<file path="src/rtl/srarb_pkg.sv">
package srarb_pkg;
  localparam int NSRC  = 4;
  // rank order: lower index wins
  localparam int IX_FW = 0;
  localparam int IX_FR = 1;
  localparam int IX_SW = 2;
  localparam int IX_SR = 3;
  // sources that write the SRAM
  localparam logic [NSRC-1:0] WR_MASK = 4'b0101;
endpackage

</file>
<file path="src/rtl/srarb_prio.sv">
module srarb_prio
  import srarb_pkg::*;
(
  input  logic            clk,
  input  logic            rst_n,
  input  logic [NSRC-1:0] req,
  output logic [NSRC-1:0] gnt
);
  logic [NSRC:0] taken;
  assign taken[0] = 1'b0;

  for (genvar i = 0; i < NSRC; i++) begin : g_rank
    assign gnt[i]     = req[i] & ~taken[i];
    assign taken[i+1] = taken[i] | req[i];
  end

  AST_GRANT_ONEHOT: assert property (@(posedge clk) disable iff (!rst_n)
    $onehot0(gnt));
  AST_FW_WINS: assert property (@(posedge clk) disable iff (!rst_n)
    req[IX_FW] |-> gnt[IX_FW]);
endmodule

</file>
<file path="src/rtl/srarb_mux.sv">
module srarb_mux
  import srarb_pkg::*;
#(
  parameter int ADDR_W = 8,
  parameter int DATA_W = 32
) (
  input  logic                        clk,
  input  logic                        rst_n,
  input  logic [NSRC-1:0]             gnt,
  input  logic [NSRC-1:0][ADDR_W-1:0] addr_in,
  input  logic [NSRC-1:0][DATA_W-1:0] data_in,
  output logic                        cs,
  output logic                        we,
  output logic [ADDR_W-1:0]           addr,
  output logic [DATA_W-1:0]           wdata
);
  always_comb begin
    addr  = '0;
    wdata = '0;
    for (int i = 0; i < NSRC; i++) begin
      if (gnt[i]) begin
        addr  = addr | addr_in[i];
        wdata = wdata | (data_in[i] & {DATA_W{WR_MASK[i]}});
      end
    end
  end

  assign cs = |gnt;
  assign we = |(gnt & WR_MASK);

  AST_WE_NEEDS_CS: assert property (@(posedge clk) disable iff (!rst_n)
    we |-> cs);
endmodule

</file>
<file path="src/rtl/srarb_rdret.sv">
module srarb_rdret #(
  parameter int DATA_W = 32
) (
  input  logic              clk,
  input  logic              rst_n,
  input  logic              fr_gnt,
  input  logic              sr_gnt,
  input  logic [DATA_W-1:0] mem_rdata,
  output logic              fr_rvalid,
  output logic [DATA_W-1:0] fr_rdata,
  output logic              sr_rvalid,
  output logic [DATA_W-1:0] sr_rdata
);
  logic fr_q, sr_q;

  always_ff @(posedge clk or negedge rst_n) begin
    if (!rst_n) begin
      fr_q <= 1'b0;
      sr_q <= 1'b0;
    end else begin
      fr_q <= fr_gnt;
      sr_q <= sr_gnt;
    end
  end

  assign fr_rvalid = fr_q;
  assign sr_rvalid = sr_q;
  assign fr_rdata  = fr_q ? mem_rdata : '0;
  assign sr_rdata  = sr_q ? mem_rdata : '0;

  AST_FR_RETURN: assert property (@(posedge clk) disable iff (!rst_n)
    fr_gnt |=> fr_rvalid && !sr_rvalid);
  AST_SR_RETURN: assert property (@(posedge clk) disable iff (!rst_n)
    sr_gnt |=> sr_rvalid && !fr_rvalid);
endmodule

</file>
<file path="src/rtl/sram_port_arbiter.sv">
module sram_port_arbiter
  import srarb_pkg::*;
#(
  parameter int ADDR_W = 8,
  parameter int DATA_W = 32
) (
  input  logic              clk,
  input  logic              rst_n,
  input  logic              fw_valid,
  input  logic [ADDR_W-1:0] fw_addr,
  input  logic [DATA_W-1:0] fw_data,
  input  logic              fr_valid,
  output logic              fr_ready,
  input  logic [ADDR_W-1:0] fr_addr,
  output logic              fr_rvalid,
  output logic [DATA_W-1:0] fr_rdata,
  input  logic              sr_valid,
  output logic              sr_ready,
  input  logic [ADDR_W-1:0] sr_addr,
  output logic              sr_rvalid,
  output logic [DATA_W-1:0] sr_rdata,
  input  logic              sw_valid,
  output logic              sw_ready,
  input  logic [ADDR_W-1:0] sw_addr,
  input  logic [DATA_W-1:0] sw_data,
  output logic              bus_conflict,
  output logic              mem_cs,
  output logic              mem_we,
  output logic [ADDR_W-1:0] mem_addr,
  output logic [DATA_W-1:0] mem_wdata,
  input  logic [DATA_W-1:0] mem_rdata
);
  logic [NSRC-1:0]             req, gnt;
  logic [NSRC-1:0][ADDR_W-1:0] addr_v;
  logic [NSRC-1:0][DATA_W-1:0] data_v;

  always_comb begin
    req           = '0;
    req[IX_FW]    = fw_valid;
    req[IX_FR]    = fr_valid;
    req[IX_SW]    = sw_valid;
    req[IX_SR]    = sr_valid;
    addr_v        = '0;
    addr_v[IX_FW] = fw_addr;
    addr_v[IX_FR] = fr_addr;
    addr_v[IX_SW] = sw_addr;
    addr_v[IX_SR] = sr_addr;
    data_v        = '0;
    data_v[IX_FW] = fw_data;
    data_v[IX_SW] = sw_data;
  end

  srarb_prio u_prio (
    .clk   (clk),
    .rst_n (rst_n),
    .req   (req),
    .gnt   (gnt)
  );

  srarb_mux #(.ADDR_W(ADDR_W), .DATA_W(DATA_W)) u_mux (
    .clk     (clk),
    .rst_n   (rst_n),
    .gnt     (gnt),
    .addr_in (addr_v),
    .data_in (data_v),
    .cs      (mem_cs),
    .we      (mem_we),
    .addr    (mem_addr),
    .wdata   (mem_wdata)
  );

  srarb_rdret #(.DATA_W(DATA_W)) u_ret (
    .clk       (clk),
    .rst_n     (rst_n),
    .fr_gnt    (gnt[IX_FR]),
    .sr_gnt    (gnt[IX_SR]),
    .mem_rdata (mem_rdata),
    .fr_rvalid (fr_rvalid),
    .fr_rdata  (fr_rdata),
    .sr_rvalid (sr_rvalid),
    .sr_rdata  (sr_rdata)
  );

  assign fr_ready     = gnt[IX_FR];
  assign sr_ready     = gnt[IX_SR];
  assign sw_ready     = gnt[IX_SW];
  assign bus_conflict = sr_valid & sw_valid;

  AST_ONE_READY: assert property (@(posedge clk) disable iff (!rst_n)
    $countones({fr_ready, sr_ready, sw_ready}) <= 1);
  AST_FW_NO_PEER: assert property (@(posedge clk) disable iff (!rst_n)
    fw_valid |-> !fr_ready && !sr_ready && !sw_ready);
  AST_FW_WRITE: assert property (@(posedge clk) disable iff (!rst_n)
    fw_valid |-> mem_cs && mem_we && mem_addr == fw_addr && mem_wdata == fw_data);
  AST_FR_SECOND: assert property (@(posedge clk) disable iff (!rst_n)
    (fr_valid && !fw_valid) |-> fr_ready && !mem_we && mem_addr == fr_addr);
  AST_SYS_LOWEST: assert property (@(posedge clk) disable iff (!rst_n)
    (sr_ready || sw_ready) |-> !fw_valid && !fr_valid);
  AST_WRITE_FIRST: assert property (@(posedge clk) disable iff (!rst_n)
    (sr_valid && sw_valid && !fw_valid && !fr_valid) |-> sw_ready && !sr_ready);
  AST_IDLE_QUIET: assert property (@(posedge clk) disable iff (!rst_n)
    !(fw_valid || fr_valid || sr_valid || sw_valid) |-> !mem_cs);
  AST_SW_FIELDS: assert property (@(posedge clk) disable iff (!rst_n)
    sw_ready |-> mem_we && mem_addr == sw_addr && mem_wdata == sw_data);
endmodule

</file>
<file path="config.mk">
export PLATFORM = sky130hd
export DESIGN_NAME = sram_port_arbiter
export DESIGN_NICKNAME = d
export VERILOG_FILES = /design/src/rtl/srarb_pkg.sv /design/src/rtl/srarb_prio.sv /design/src/rtl/srarb_mux.sv /design/src/rtl/srarb_rdret.sv /design/src/rtl/sram_port_arbiter.sv
export SDC_FILE = /design/constraint.sdc
export NUM_CORES = 1
export LEC_CHECK = 0
export BUFFER_PORTS_ARGS = -buffer_cell sky130_fd_sc_hd__buf_2
export CORE_AREA = 8 8 89 91
export DETAILED_ROUTE_END_ITERATION = 10
export DIE_AREA = 0 0 97 99
export PLACE_DENSITY = 0.59
export SETUP_SLACK_MARGIN = 0.2
export SLEW_MARGIN = 20
export SYNTH_ARGS = -nofsm -noshare
export SYNTH_HDL_FRONTEND = slang
export SYNTH_HIERARCHICAL = 1
export SYNTH_SLANG_ARGS = --single-unit
</file>
<file path="constraint.sdc">
create_clock -name clk -period 2.25 [get_ports clk]
set_input_delay 0.225 -clock clk [delete_from_list [all_inputs] [get_ports clk]]
set_output_delay 0.225 -clock clk [all_outputs]
set_load 0.05 [all_outputs]
</file>
==> metrics.md, run 1 <==
| Metric | Value |
|---|---|
| Vias after detailed routing | 2050 |
| Routed wire length | 7.27 mm |
| Placed Instances | 458 |
| Antenna-violating nets left | 0 |
| Clock-pin slew of the registers on the worst-case setup and hold paths | ~30 ps |
| Post-Route Setup TNS | 0 ps |
| Reported max-cap violation count | 0 |
| Largest fanout on the critical path | 33 |
| Worst hold margin | 361 ps |
| Synth warn | 6 |
| Clock root buffer | sky130_fd_sc_hd__clkbuf_8 |
| Maximum number of pins on one net before global-route repair | 41 |
| Total count of hold-check failures in the final report | 0 |
| Sink count of the clock tree | 2 |
| Power per unit of standard cell area | roughly 360 nW/um^2 |
| Slowest library cell on the worst path | sky130_fd_sc_hd__dfrtp_1 |
| Routability cong. | approximately 0.75 |
| Endpoint required time on the critical path | 2030 ps |
| Post-route minimum period | 1770 ps |
| Peak supply drop | 0.152 mV |
| HPWL after detailed placement | approximately 6.5 mm |
| Cell breakdown of the critical path | and2_2 > buf_2 |
| Kind of cell adding the most delay to the critical path | flip-flops |
| Minimum setup slack in the final design | 482 ps |
| Relative slew slack | 50.5% |
| Average cell area after synthesis | approximately 7 um^2 |
| Cell row count | 30 |
| Static Leak | about 0.0016 uW |
| Endpoint type of the worst setup path | output port |
| Final Instance Area | 2390 um^2 |
| Wire length of the first global-routing pass | 11.4 mm |
| Type of the worst setup path | register to output port |
| Number of max-slew violations in the final report | 0 |
| Worst Hold Class | input pin to async pin |
| X dimension of the die | 97 um |
| Setup repair after global routing missed its margin | false |
| CP peak stage delay | ~810 ps |
| CTS tree | yes |
| Achievable Freq | 566 MHz |
| Overall die area | approximately 9600 um^2 |
| Antenna violations before repair | 0 |
| Drt wl/cell | 15.7 um |
| Top library cells by usage in the layout, fill and taps aside | sky130_fd_sc_hd__buf_2 (245), sky130_fd_sc_hd__and2_1 (43), sky130_fd_sc_hd__a22o_1 (32) |
| Total iterations of the first detailed-routing run | 4 |
| Initial Utilization | about 16% |
| Number of DRC markers in iteration 0 | 35 |
| Total cell area at the placement stage | 2340 um^2 |
| Vias per cell | 4.44 |
| Worst Setup Slack post-DPL | about 520 ps |
| Bufs and invs on worst path | 1 |
| Most common cell after layout, fill and taps aside | sky130_fd_sc_hd__buf_2 |
| Worst setup SP type | register |
| Number of global-route vias before repair | approximately 2200 |
| Setup crit end | fr_rdata[12] |
| Run status | finished clean |
| Max Root-Sink Buffers | 2 |
| Fraction of layout instances using a drive strength above 1 | 72.5% |
| Post-layout nets | 518 |
| Antenna fix cells | 0 |
| Number of buffers created by CTS | 3 |
| Number of instances resized during post-cts repair | 0 |
| Area of the mapped netlist | 1040 um^2 |
| Overall global routing resource usage | 13.9% |
| Total I/O pin count | between 200 and 250 |
| Final clock period utilization by the worst path | about four fifths |
| Gate Count Post-Synth | 145 |
| Post-synthesis net count | between 200 and 300 |
| Transition at the pin with the smallest max-transition slack | 743 ps |
| Logic depth of the worst setup path including buffers | 2 |
| Synthesis-to-layout area growth | 130% |
| Height of the die | 99 um |
| Std-Cell Core Area | 6570 um^2 |
| WP data arrival | ~1500 ps |
| Max H-tree Level | 1 |
| Critical path launch point | u_ret/fr_rvalid$_DFF_PN0_ |
| Final setup fails | 0 |
| Global-route congestion overflow total | 0 |
| Count of input and output buffers | 245 |
| DRC violations left | 0 |
| Buffers inserted by post-CTS timing repair | 0 |
| Final std cells w/o fill | 462 |
## per-layer routing
layer  GRT usage (%)  part of all wire, %  vias up
met3            6.37                   12        2
met5               0                    0        -
li1                -                    -      996
met4            2.49                 0.37        0
met1            13.9                   36      902
met2            25.9                   51      150
## through the flow
| stage | utilization (%) | total power (uW) |
|---|---|---|
| 6_report | 36.4 | 853 |
| 5_1_grt | 36.4 | 907 |
| 4_1_cts | 36.4 | 864 |
| 3_5_place_dp | 35.6 | 718 |
| 3_3_place_gp | 35.6 | 716 |
| 2_1_floorplan | - | 491 |
## area by class of cell
cell class,instances,area (um^2)
clock buffer,3,41.3
multi-input combinational,126,926
tap,80,100
fill,698,4180
timing repair buffer,251,1270
sequential,2,50.0
## sequential cells by signal (all words and copies together) (netlist names)
| name | flops |
|---|---|
| u_ret/fr_rvalid | 1 |
| u_ret/sr_rvalid | 1 |
## how the worst min path moves through the flow
stage                from                         to  slack, ps  depth (start not counted)
floorplan           rst_n  u_ret/fr_rvalid$_DFF_PN0_        -70                          0
global placement    rst_n  u_ret/fr_rvalid$_DFF_PN0_         20                          1
detailed placement  rst_n  u_ret/sr_rvalid$_DFF_PN0_         10                          1
CTS                 rst_n  u_ret/fr_rvalid$_DFF_PN0_        370                          2
global route        rst_n  u_ret/fr_rvalid$_DFF_PN0_        370                          2
finish              rst_n  u_ret/fr_rvalid$_DFF_PN0_        360                          2
## what timing repair did
item | CTS | global route
setup endpoints to repair | 0 | 0
endpoints found under the hold margin | 2 | 0
hold buffers | 1 | 0
## report_power, final
part	switching [uW]	internal, uW
Clock	26.4	113
Sequential	9.05	37.5
Combinational	457	210
Total	492	360
Power figures use the tool's default switching activity.
==> inputs of run 2 (changes only) <==
ABC_AREA = 1   (was unset)
PLACE_DENSITY = 0.65   (was 0.59)
clock period = 1.7 ns   (was 2.25 ns; I/O delays follow)
==> run 2 against run 1 <==
Compared with the run above: first-iteration DRC count is 100% higher; critical endpoint is now mem_addr[5]; synthesized area is 36% higher; largest cell class unchanged; routed wire length is 8.6% higher; total power is 38% higher; sequential share of layout area is 0.30 points lower; largest power group unchanged; count of clock-buffer cells in the layout stayed put.
==> metrics.md, run 2 <==
| Metric | Value |
|---|---|
| Slowest library cell on the worst path | sky130_fd_sc_hd__clkbuf_4 |
| Achievable Freq | 713 MHz |
| Maximum number of pins on one net before global-route repair | 34 |
| Endpoint required time on the critical path | 1530 ps |
| Worst Hold Class | input pin to async pin |
| Post-route minimum period | 1400 ps |
| Drt wl/cell | roughly 12 um |
| Number of global-route vias before repair | 2706 |
| Relative slew slack | 82.5% |
| Post-layout nets | between 700 and 800 |
| Post-Route Setup TNS | 0 ps |
| Vias per cell | 3.93 |
| Area of the mapped netlist | 1420 um^2 |
| DRC violations left | 0 |
| Number of DRC markers in iteration 0 | 70 |
| Clock-pin slew of the registers on the worst-case setup and hold paths | around 30 ps |
| Endpoint type of the worst setup path | output port |
| Total iterations of the first detailed-routing run | 4 |
| X dimension of the die | 97 um |
| Reported max-cap violation count | 0 |
| Total count of hold-check failures in the final report | 0 |
| HPWL after detailed placement | ~7 mm |
| Fraction of layout instances using a drive strength above 1 | 47.6% |
| Seq. cell area | 50.0 um^2 |
| Synthesis-to-layout area growth | 96.9% |
| Top library cells by usage in the layout, fill and taps aside | sky130_fd_sc_hd__buf_2 (233), sky130_fd_sc_hd__nand2_1 (211), sky130_fd_sc_hd__inv_1 (85) |
| Total cell area at the placement stage | roughly 2700 um^2 |
| Routability cong. | 0.759 |
| Max H-tree Level | 1 |
| Height of the die | just under 100 um |
| Antenna-violating nets left | 0 |
| Final setup fails | 0 |
| Sink count of the clock tree | 2 |
| Vias after detailed routing | 2563 |
| Number of fill cells in the layout | between 700 and 800 |
| Global-route congestion overflow total | 0 |
| Overall global routing resource usage | 15.2% |
| Routed wire length | about 7.9 mm |
| Cell breakdown of the critical path | buf_2 > inv_1 > nand2_2 > nor2_4 > buf_12 > nand2_1 > nand2_1 > inv_1 > nand2_1 > clkbuf_4 |
| Initial Utilization | 21.5% |
| Power per unit of standard cell area | 423 nW/um^2 |
| Gate Count Post-Synth | between 300 and 400 |
| Synth warn | 6 |
| Static Leak | 0.00240 uW |
| Peak supply drop | approximately 0.19 mV |
| Final clock period utilization by the worst path | 82.5% |
| Cell row count | 30 |
| Antenna fix cells | 0 |
| Most common cell after layout, fill and taps aside | sky130_fd_sc_hd__buf_2 |
| Number of buffers created by CTS | 3 |
| Type of the worst setup path | input pin to output port |
| Cell type with the highest occurrence count on the critical path | sky130_fd_sc_hd__nand2_1 |
| Run status | finished clean |
| Antenna violations before repair | 0 |
| Post-synthesis net count | 466 |
| Wire length of the first global-routing pass | 12.6 mm |
| CTS tree | yes |
| CP peak stage delay | between 200 and 250 ps |
| Final Instance Area | 2790 um^2 |
| Number of max-slew violations in the final report | 0 |
| Clock root buffer | sky130_fd_sc_hd__clkbuf_8 |
| Footprint of the multi-input gates | 902 um^2 |
| Total I/O pin count | 246 |
| Setup repair after global routing missed its margin | false |
| Worst setup SP type | input pin |
| Average cell area after synthesis | about 4.3 um^2 |
| Max Root-Sink Buffers | 2 |
| Transition at the pin with the smallest max-transition slack | 265 ps |
| Std-Cell Core Area | 6570 um^2 |
| WP data arrival | 1230 ps |
| Count of input and output buffers | 245 |
| Largest fanout on the critical path | 21 |
| Overall die area | 9600 um^2 |
## run 2: cell type report
cell class,count,area share (%)
Clock buffer,3,1.48
Inverter,86,11.6
Tap cell,80,3.59
Sequential cell,2,1.80
Timing Repair Buffer,255,49.2
Multi-Input combinational cell,226,32.4
## run 2: metrics by stage
stage / total power [uW] / setup WS [ps] / util (%) / hold slack [ps] / instances
after floorplan: 680 / 142 / - / -126 / 332
after global placement: 969 / 234 / 40.4 / -42.9 / 645
after detailed placement: 975 / 211 / 40.4 / -42.2 / 645
after CTS: 1170 / 210 / 41.2 / 317 / 649
after global routing: 1260 / 195 / 42.4 / 334 / 652
final: 1180 / 298 / 42.4 / 321 / 652
## run 2: worst max path at each step
stage	depth (start not counted)	slack [ps]	from	to
final	10	300	fw_valid	mem_addr[5]
after global placement	10	230	fw_valid	mem_addr[1]
after floorplan	7	140	fr_valid	mem_addr[6]
after global routing	10	190	fw_valid	mem_addr[2]
after detailed placement	10	210	fw_valid	mem_addr[5]
after CTS	10	210	fw_valid	mem_addr[5]
## run 2: report_power, final
part	total, uW	internal (uW)	switching (uW)
clock	184	149	34.3
combinational	943	276	667
sequential	50.7	49.8	0.835
total	1180	475	702
## run 2: timing repair
| item | 4_1_cts | 5_1_grt |
|---|---|---|
| endpoints found under the hold margin | 2 | 0 |
| endpoints found under the setup margin | 0 | 47 |
| hold buffers | 1 | 0 |
| gates resized for setup | 0 | 21 |
| buffers inserted | 0 | 2 |
## run 2: routing by layer
metal | GRT usage (%) | part of all wire (%)
met1 | 14.4 | 36
met3 | 7.77 | 12
met4 | 2.25 | 0.49
met2 | 29.0 | 51
met5 | 0 | 0
## run 2: worst max-delay path, delay by kind of cell
| kind | cells | cell delay, ps |
|---|---|---|
| buf+inv | 5 | 610 |
| simple gates | 5 | 450 |
